===== src/rtl/ctlRegPkg.sv =====
package ctlRegPkg;
  localparam int REG_IDX_W = 4;

  localparam logic [REG_IDX_W-1:0] IDX_CNT_LO  = 4'd0;
  localparam logic [REG_IDX_W-1:0] IDX_CNT_MID = 4'd1;
  localparam logic [REG_IDX_W-1:0] IDX_FIFO    = 4'd2;
  localparam logic [REG_IDX_W-1:0] IDX_CMD     = 4'd3;
  localparam logic [REG_IDX_W-1:0] IDX_STAT    = 4'd4;
  localparam logic [REG_IDX_W-1:0] IDX_CAUSE   = 4'd5;
  localparam logic [REG_IDX_W-1:0] IDX_SEQ     = 4'd6;
  localparam logic [REG_IDX_W-1:0] IDX_LEVEL   = 4'd7;
  localparam logic [REG_IDX_W-1:0] IDX_CFG1    = 4'd8;
  localparam int HI_BASE = 11;
  localparam int HI_N    = 5;
  localparam int HI_ID   = 3;   // slot 14 holds the chip identifier
  localparam int TC_BIT  = 4;
  localparam logic [2:0] SEQ_AFTER_ACK = 3'd4;

  typedef struct packed {
    logic wrLo;
    logic wrMid;
    logic wrFifo;
    logic wrCmd;
    logic wrBusId;
    logic wrCfg1;
    logic wrHi;
    logic popFifo;
    logic rdCause;
  } strobe_t;
endpackage


===== src/rtl/ctlRegCtl.sv =====
module ctlRegCtl
  import ctlRegPkg::*;
(
  input  logic                 clk,
  input  logic                 rstN,
  input  logic [REG_IDX_W-1:0] regIdx,
  input  logic                 hostWr,
  input  logic                 hostRd,
  input  logic                 evtValid,
  input  logic                 fifoNonEmpty,
  output strobe_t              stb,
  output logic                 irqPend
);
  logic rdOk;

  assign rdOk = hostRd && !hostWr;

  always_comb begin
    stb = '0;
    if (hostWr) begin
      unique case (regIdx)
        IDX_CNT_LO:  stb.wrLo    = 1'b1;
        IDX_CNT_MID: stb.wrMid   = 1'b1;
        IDX_FIFO:    stb.wrFifo  = 1'b1;
        IDX_CMD:     stb.wrCmd   = 1'b1;
        IDX_STAT:    stb.wrBusId = 1'b1;
        IDX_CFG1:    stb.wrCfg1  = 1'b1;
        default:     stb.wrHi    = (int'(regIdx) >= HI_BASE);
      endcase
    end
    stb.popFifo = rdOk && (regIdx == IDX_FIFO) && fifoNonEmpty;
    stb.rdCause = rdOk && (regIdx == IDX_CAUSE);
  end

  always_ff @(posedge clk) begin
    if (!rstN) irqPend <= 1'b0;
    else if (evtValid || stb.popFifo) irqPend <= 1'b1;
    else if (stb.rdCause) irqPend <= 1'b0;
  end
endmodule


===== src/rtl/ctlRegData.sv =====
module ctlRegData
  import ctlRegPkg::*;
#(
  parameter int         FIFO_DEPTH = 16,
  parameter logic [7:0] CHIP_ID    = 8'h04,
  parameter logic [7:0] CFG1_RST   = 8'h07
) (
  input  logic                 clk,
  input  logic                 rstN,
  input  strobe_t              stb,
  input  logic [REG_IDX_W-1:0] regIdx,
  input  logic [7:0]           wrData,
  input  logic                 evtValid,
  input  logic [7:0]           evtCause,
  input  logic [6:0]           evtStatus,
  input  logic [2:0]           evtSeq,
  input  logic                 irqPend,
  output logic [7:0]           rdData,
  output logic [2:0]           targetId,
  output logic [7:0]           cmdByte,
  output logic                 cmdStrobe,
  output logic                 fifoOverrun,
  output logic                 fifoNonEmpty
);
  localparam int PTR_W = $clog2(FIFO_DEPTH);
  localparam int LVL_W = PTR_W + 1;
  localparam logic [LVL_W-1:0] LVL_CAP = LVL_W'(FIFO_DEPTH - 1);

  logic [7:0] cntLoW, cntMidW, cntLoR, cntMidR;
  logic [7:0] cfg1;
  logic [7:0] cause;
  logic [6:0] status;
  logic [2:0] seqStep;
  logic [7:0] hiReg [HI_N];
  logic [7:0] fifoMem [FIFO_DEPTH];
  logic [PTR_W-1:0] rdPtr, wrPtr;
  logic [LVL_W-1:0] level;
  logic atCap, doPush;
  logic [2:0] hiSel;

  assign atCap        = (level == LVL_CAP);
  assign doPush       = stb.wrFifo && !atCap;
  assign fifoNonEmpty = (level != '0);
  assign hiSel        = 3'(regIdx - REG_IDX_W'(HI_BASE));

  // count write/read sides, command, target id, config
  always_ff @(posedge clk) begin
    if (!rstN) begin
      cntLoW <= '0; cntMidW <= '0; cntLoR <= '0; cntMidR <= '0;
      cmdByte <= '0; cmdStrobe <= 1'b0; targetId <= '0; cfg1 <= CFG1_RST;
      for (int k = 0; k < HI_N; k++) hiReg[k] <= (k == HI_ID) ? CHIP_ID : 8'h00;
    end else begin
      cmdStrobe <= stb.wrCmd;
      if (stb.wrLo)    cntLoW   <= wrData;
      if (stb.wrMid)   cntMidW  <= wrData;
      if (stb.wrBusId) targetId <= wrData[2:0];
      if (stb.wrCfg1)  cfg1     <= wrData;
      if (stb.wrHi)    hiReg[hiSel] <= wrData;
      if (stb.wrCmd) begin
        cmdByte <= wrData;
        if (wrData[7]) begin
          cntLoR  <= cntLoW;
          cntMidR <= cntMidW;
        end
      end
    end
  end

  // cause / status / sequence: event beats host side effects
  always_ff @(posedge clk) begin
    if (!rstN) begin
      cause <= '0; status <= '0; seqStep <= '0;
    end else if (evtValid) begin
      cause <= evtCause; status <= evtStatus; seqStep <= evtSeq;
    end else if (stb.rdCause) begin
      cause <= '0; status[TC_BIT] <= 1'b0; seqStep <= SEQ_AFTER_ACK;
    end else if (stb.wrLo || stb.wrMid) begin
      status[TC_BIT] <= 1'b0;
    end
  end

  // FIFO storage and pointers
  always_ff @(posedge clk) begin
    if (doPush) fifoMem[wrPtr] <= wrData;
  end

  always_ff @(posedge clk) begin
    if (!rstN) begin
      rdPtr <= '0; wrPtr <= '0; level <= '0; fifoOverrun <= 1'b0;
    end else begin
      fifoOverrun <= stb.wrFifo && atCap;
      if (doPush) begin
        wrPtr <= wrPtr + 1'b1;
        level <= level + 1'b1;
      end else if (stb.popFifo) begin
        level <= level - 1'b1;
        if (level == LVL_W'(1)) begin
          rdPtr <= '0; wrPtr <= '0;
        end else begin
          rdPtr <= rdPtr + 1'b1;
        end
      end
    end
  end

  always_comb begin
    unique case (regIdx)
      IDX_CNT_LO:  rdData = cntLoR;
      IDX_CNT_MID: rdData = cntMidR;
      IDX_FIFO:    rdData = fifoNonEmpty ? fifoMem[rdPtr] : 8'h00;
      IDX_CMD:     rdData = cmdByte;
      IDX_STAT:    rdData = {irqPend, status};
      IDX_CAUSE:   rdData = cause;
      IDX_SEQ:     rdData = {5'b0, seqStep};
      IDX_LEVEL:   rdData = 8'(level);
      IDX_CFG1:    rdData = cfg1;
      default:     rdData = (int'(regIdx) >= HI_BASE) ? hiReg[hiSel] : 8'h00;
    endcase
  end
endmodule


===== src/rtl/ctlRegBank.sv =====
module ctlRegBank
  import ctlRegPkg::*;
#(
  parameter int         ADDR_SHIFT = 0,
  parameter int         FIFO_DEPTH = 16,
  parameter logic [7:0] CHIP_ID    = 8'h04,
  parameter logic [7:0] CFG1_RST   = 8'h07,
  localparam int        ADDR_W     = REG_IDX_W + ADDR_SHIFT
) (
  input  logic              clk,
  input  logic              rstN,
  input  logic [ADDR_W-1:0] busAddr,
  input  logic              busWrEn,
  input  logic              busRdEn,
  input  logic [7:0]        busWrData,
  output logic [7:0]        busRdData,
  input  logic              evtValid,
  input  logic [7:0]        evtCause,
  input  logic [6:0]        evtStatus,
  input  logic [2:0]        evtSeq,
  output logic              irqOut,
  output logic [2:0]        targetId,
  output logic [7:0]        cmdByte,
  output logic              cmdStrobe,
  output logic              fifoOverrun
);
  logic [REG_IDX_W-1:0] regIdx;
  strobe_t stb;
  logic fifoNonEmpty;

  assign regIdx = busAddr[ADDR_W-1:ADDR_SHIFT];

  ctlRegCtl uCtl (
    .clk(clk), .rstN(rstN), .regIdx(regIdx), .hostWr(busWrEn), .hostRd(busRdEn),
    .evtValid(evtValid), .fifoNonEmpty(fifoNonEmpty), .stb(stb), .irqPend(irqOut)
  );

  ctlRegData #(.FIFO_DEPTH(FIFO_DEPTH), .CHIP_ID(CHIP_ID), .CFG1_RST(CFG1_RST)) uData (
    .clk(clk), .rstN(rstN), .stb(stb), .regIdx(regIdx), .wrData(busWrData),
    .evtValid(evtValid), .evtCause(evtCause), .evtStatus(evtStatus), .evtSeq(evtSeq),
    .irqPend(irqOut), .rdData(busRdData), .targetId(targetId), .cmdByte(cmdByte),
    .cmdStrobe(cmdStrobe), .fifoOverrun(fifoOverrun), .fifoNonEmpty(fifoNonEmpty)
  );
endmodule


===== config.mk =====
export PLATFORM = sky130hd
export DESIGN_NAME = ctlRegBank
export DESIGN_NICKNAME = d
export VERILOG_FILES = /design/src/rtl/ctlRegPkg.sv /design/src/rtl/ctlRegCtl.sv /design/src/rtl/ctlRegData.sv /design/src/rtl/ctlRegBank.sv
export SDC_FILE = /design/constraint.sdc
export NUM_CORES = 1
export LEC_CHECK = 0
export CAP_MARGIN = 20
export CORE_UTILIZATION = 60
export DETAILED_ROUTE_END_ITERATION = 16
export PLACE_DENSITY = 0.9
export SYNTH_ARGS = -nofsm -noshare
export SYNTH_HDL_FRONTEND = slang
export SYNTH_SLANG_ARGS = --single-unit

===== constraint.sdc =====
create_clock -name clk -period 3.8 [get_ports clk]
set_input_delay 0.76 -clock clk [delete_from_list [all_inputs] [get_ports clk]]
set_output_delay 0.76 -clock clk [all_outputs]
set_load 0.1 [all_outputs]

### Word level (Yosys, flattened, before mapping)

Memories as Yosys holds them, arrays and structs flattened. A register that Yosys moved wholly into a read port is not among the register bits.
Cells that the tools add are included.

* bits in registers: 85
* RAM bits: 168
* logic and storage cells: 95
* memories kept: 2

* add/subtract/negate cells: 5
* $lt $le $gt $ge: 1
* equal/unequal tests: 10
* multiplexer cells: 37
* bitwise operators: 1
* reductions and logical operators: 22

Memories
* uData.fifoMem: depth 16, bits a word 8, rd ports 1, clocked after memory_dff 1, wr ports 1, line ctlRegData.sv:35 `logic [7:0] fifoMem [FIFO_DEPTH];`
* uData.hiReg: depth 5, bits a word 8, rd ports 1, clocked after memory_dff 0, wr ports 5, line ctlRegData.sv:34 `logic [7:0] hiReg [HI_N];`

Operators with widths (count)
* one-hot mux 8 bit (9 select lines): 1
* two-way mux 8 bit: 5
* two-way mux 4 bit: 6
* two-way mux 1 bit: 19
* == test 4 x 3 -> 1 bit, second input constant: 4
* two-way mux 5 bit: 2
* two-way mux 3 bit: 3
* adder 4 x 1 -> 4 bit, second input constant: 2
* == test 4 x 2 -> 1 bit, second input constant: 2
* nonzero test 2 bit: 4
* OR reduction 8 bit: 1
* two-way mux 7 bit: 1
* logical AND 1 bit: 6
* AND reduction 2 bit: 3
* OR reduction 6 bit: 1
* adder 5 x 1 -> 5 bit, second input constant: 1
* == test 5 x 1 -> 1 bit, second input constant: 1
* == test 5 x 4 -> 1 bit, second input constant: 1
* nonzero test 5 bit: 1
* subtractor 5 x 1 -> 5 bit, second input constant: 1
* == test 4 x 1 -> 1 bit, second input constant: 1
* == test 4 bit, second input constant: 1
* greater-or-equal comparator 4 bit, second input constant: 1
* zero test 4 bit: 1
* 5 further kinds: 7

### Logic depth before layout (Yosys ltp)

* depth after elaboration: 9
* gate-level depth with buffers: 10
* mapped depth without buffers: 7

### Modules after synthesis

Synthesis repeated with hierarchy kept, for this count alone.

* cell total of the unflattened synthesis: 888
* area total of the unflattened synthesis: 12106.6 µm²

By module, submodules not included
* ctlRegData: times used 1, cells an instance 866, area an instance 11937.7 µm²
* ctlRegCtl: times used 1, cells an instance 22, area an instance 168.9 µm²

### Worst setup path before layout

Ideal clock, no wire load.

* path kind: in2out
* start: input busAddr[0]
* end: output busRdData[5]
* arrival: 4.122 ns
* path slack: -1.082 ns
* stages: 10
* cells stage by stage: buf_2 > buf_2 > inv_1 > ha_1 > clkbuf_1 > clkbuf_1 > nand3_1 > o21ai_0 > nor3_1 > o2111ai_1

* longest elaborated chain between the ends: 4
* elaborated cells on any way between the ends: 14

RTL lines
* start: declaration: line ctlRegBank.sv:12 `input logic [ADDR_W-1:0] busAddr,`
* subtractor 3 x 2 -> 3 bit: line ctlRegData.sv:44 `assign hiSel = 3'(regIdx - REG_IDX_W'(HI_BASE));`
* memory read (5 x 8 bit)
* two-way mux 8 bit: line ctlRegData.sv:117 `default: rdData = (int'(regIdx) >= HI_BASE) ? hiReg[hiSel] : 8'h00;`
* one-hot mux 8 bit (9 select lines) *: line ctlRegData.sv:107 `unique case (regIdx)`
* end: declaration: line ctlRegBank.sv:16 `output logic [7:0] busRdData,`

Every way passes the cells marked *; elsewhere a longest branch is shown, timed or not.

### Final worst setup path

* start: input busAddr[2]
* end: output busRdData[3]

Same word-level chain as after synthesis.

==> flow_metrics.py <==
metrics = {
    "cells_and_area": {
        "mostFrequentLayoutCells": "edfxtp_1 (192), nand2_1 (149), buf_4 (102)",
        "design_area_um2": 14600,
        "antenna_cells": 0,
        "stdcell_count": 1343,
        "drive_gt1_frac": 0.202,
        "synthToLayoutAreaGrowth_pct": 20.9,
        "final_common_cell": "edfxtp_1",
        "final_nets": 1106,
    },
    "pwr": {
        "power.share.switching": 0.223,
        "finalPower_w": 0.00659,
        "seq_power_share": 0.506,
        "p_switching_w": 0.00147,
        "intPower_w": 0.00512,
        "ir_worst_vdd_v": 0.000433,
        "p_per_area_nw_per_um2": 452,
        "power_frac_comb": 0.081,
        "p_clk_frac": 0.413,
        "p_leak_nw": 5.04,
    },
    "timing": {
        "post-route-period-util": 0.987,
        "finalCriticalPeriod_ps": 3750,
        "relSlewSlack": 0.240,
        "fmax_ghz": 0.267,
        "worst_pin_slew_ps": 1140,
        "worst_clock_skew_ps": 12.2,
        "hold_viol_final": 0,
        "setup_viol": 0,
        "grt_setup_unrepaired": "no",
        "slew_violations": 0,
        "setup_ws_ps": 48.7,
    },
    "setup_path": {
        "path_delay_family": "buffers and inverters",
        "worst-path-max-fanout": 11,
        "arrival_ps": 2990,
        "slowest_delay_ps": 470,
        "end_kind": "primary output",
        "start_kind": "primary input",
        "critPathBufInv": 4,
        "crit_type": "in -> out",
        "cp_cell_sequence": "clkdlybuf4s50_1 -> buf_6 -> buf_4 -> xnor2_2 -> mux4_2 -> a31oi_1 -> o221ai_1 -> a311o_2 -> buf_12",
        "cp_slowest_cell": "clkdlybuf4s50_1",
        "required_ps": 3040,
    },
    "logic_synthesis": {
        "ys_ff_latch": 281,
        "synth_ff_type": "edfxtp_1",
        "synth_top_area_share": 0.478,
        "yosysWarnings": 0,
        "synth-simple-area-share": 0.132,
        "synth_top_family_by_area": "simple AND/OR/NAND/NOR gates",
        "synth.area.top_cells": "edfxtp_1 (48%), dfxtp_1 (15%), mux4_2 (6.0%), nand2_1 (4.7%), a21boi_0 (3.2%)",
        "netlist_area_um2": 12100,
        "postSynthCellCount": 922,
        "synth_compound_area_frac": 0.0840,
        "yosysTopAreaCell": "edfxtp_1",
        "yosysUniqueCellTypes": 57,
        "async_reset_ff_frac": 0,
        "syn_area_per_cell_um2": 13.1,
        "synth_edf_count": 192,
        "synthMuxAreaShare": 0.113,
        "synth_fp_nets": 971,
        "yosys.area_share.xor_xnor": 0.00509,
        "ys_seq_area_frac": 0.626,
        "synth_adder_area_share": 0.0145,
    },
    "detailed_routing": {
        "vias": 8210,
        "wl_um": 30000,
        "drt-initial-drc-count": 793,
        "drt-wirelength-per-cell_um": 22.3,
        "firstDrtPassIters": 6,
        "drcViolationCount": 0,
        "ant_nets": 0,
        "vias_per_cell": 6.11,
    },
    "cts": {
        "cts_root_buf": "clkbuf_16",
        "cts.sinks": 281,
        "cts_max_path_buffers": 3,
        "cts_made_buffers": 28,
        "clkTransAtPathRegs_ps": 60,
        "cts_tree": "done",
        "clk_latency_ps": 550,
        "postCtsHoldBufs": 0,
        "cts_setup_buffers": 0,
        "htree_num_levels": 1,
    },
    "grt": {
        "gr-usage-all-layers": 0.304,
        "overflow": 0,
        "grt_pass1_vias": 8211,
        "grt_max_degree": 77,
        "grt_pass1_wl_um": 46400,
        "antenna_found_initial": 0,
    },
    "placed_design": {
        "dp_cells": 1290,
        "post-dp-hpwl_um": 20200,
        "dp_slack_ps": -151,
        "gp_congestion": 0.896,
        "io_buffers": 56,
        "place_area_um2": 13600,
    },
    "floorplanning": {
        "die_x_um": 144,
        "initial_core_util": 0.615,
        "io_pins": 57,
        "fp.dieH_um": 144,
        "std_cell_rows": 51,
        "die_area_um2": 20700,
        "core_um2": 19600,
    },
    "run": {
        "maxCapViolations": 0,
    },
    "status": {
        "outcome": "completed",
    },
    "worst_hold_path": {
        "hold_class": "reg -> reg",
    },
}
-- layout make-up --
cell class                 instances  area (um2)
tap                              265         332
clock inverter                    11         143
sequential                       281        7550
inverter                          10        41.3
clock buffer                      40         759
fill                            1214        5020
timing repair buffer             163        1470
multi-input combinational        573        4270
-- tightest hold or removal path, stage by stage, from the launching register on --
cell and delay [ps]:
dfxtp_1 310, nand2_1 50, a21boi_0 60
-- cell usage after synthesis (6+ instances only) --
library cell,n
buf_2,15
nor3_1,13
nand2b_1,7
dfxtp_1,89
mux2_2,12
inv_1,10
a21oi_1,12
clkbuf_1,32
a22oi_1,8
nor2_1,30
a21boi_0,51
and3_1,7
nand2_1,150
ha_1,14
nor2b_1,21
o211ai_1,6
mux4_2,32
edfxtp_1,192
a221oi_1,6
mux2i_1,30
nand3_1,30
o21ai_0,26
mux4_1,8
and2_1,57
-- flip-flops by register name (all words and copies together), names as in the netlist, 5 cells and up, named ones only --
register / flops
uData.fifoMem: 128
uData.hiReg: 64
uData.cause: 8
uData.cfg1: 8
uData.cmdByte: 8
uData.cntLoR: 8
uData.cntLoW: 8
uData.cntMidR: 8
uData.cntMidW: 8
uData.status: 7
uData.level: 5
-- stage by stage --
stage | util | setup TNS [ps] | hold slack (ps)
after floorplan | - | -912 | 435
after global placement | 0.695 | -730 | 448
after detailed placement | 0.695 | -782 | 458
after CTS | 0.741 | 0 | 465
after global routing | 0.744 | 0 | 484
final | 0.744 | 0 | 462
-- what timing repair did --
action / CTS / global route
pin swaps: 0 / 0
gates resized for setup: 5 / 6
endpoints found under the setup margin: 8 / 4
-- per-layer routing --
| layer | global-route usage | share of wire | up-vias |
|---|---|---|---|
| met5 | 0 | 0 | - |
| met4 | 0.132 | 0.045 | 0 |
| met3 | 0.0477 | 0.074 | 100 |
| met2 | 0.514 | 0.49 | 420 |
| met1 | 0.390 | 0.39 | 4020 |
| li1 | - | - | 3670 |
-- power groups by stage --
stage          registers [W]  clock network (W)  logic [W]
2_1_floorplan        0.00340                  0   0.000273
3_3_place_gp         0.00339                  0   0.000511
3_5_place_dp         0.00340                  0   0.000521
5_1_grt              0.00333            0.00286   0.000563
4_1_cts              0.00333            0.00275   0.000524
6_report             0.00333            0.00272   0.000535
-- final timing paths --
check / startpoint / slack (ps) / end / cells after the start
min reg2reg: uData.cntLoW[3] / 460 / uData.cntLoR[3] / 2
max: busAddr[2] / 50 / busRdData[3] / 9
min: uData.cntLoW[3] / 460 / uData.cntLoR[3] / 2
max reg2reg: uData.level[0] / 1290 / uData.fifoMem[1][4] / 7
-- cells by family after synthesis --
| kind of cell | Yosys count |
|---|---|
| XOR/XNOR | 7 |
| adder cells (fa/ha/maj) | 14 |
| flip-flops | 281 |
| multiplexers | 82 |
| AND/OR/NAND/NOR | 330 |
| AO/OA/AOI/OAI | 140 |
| buffers and inverters | 68 |
Power figures use the tool's default switching activity.
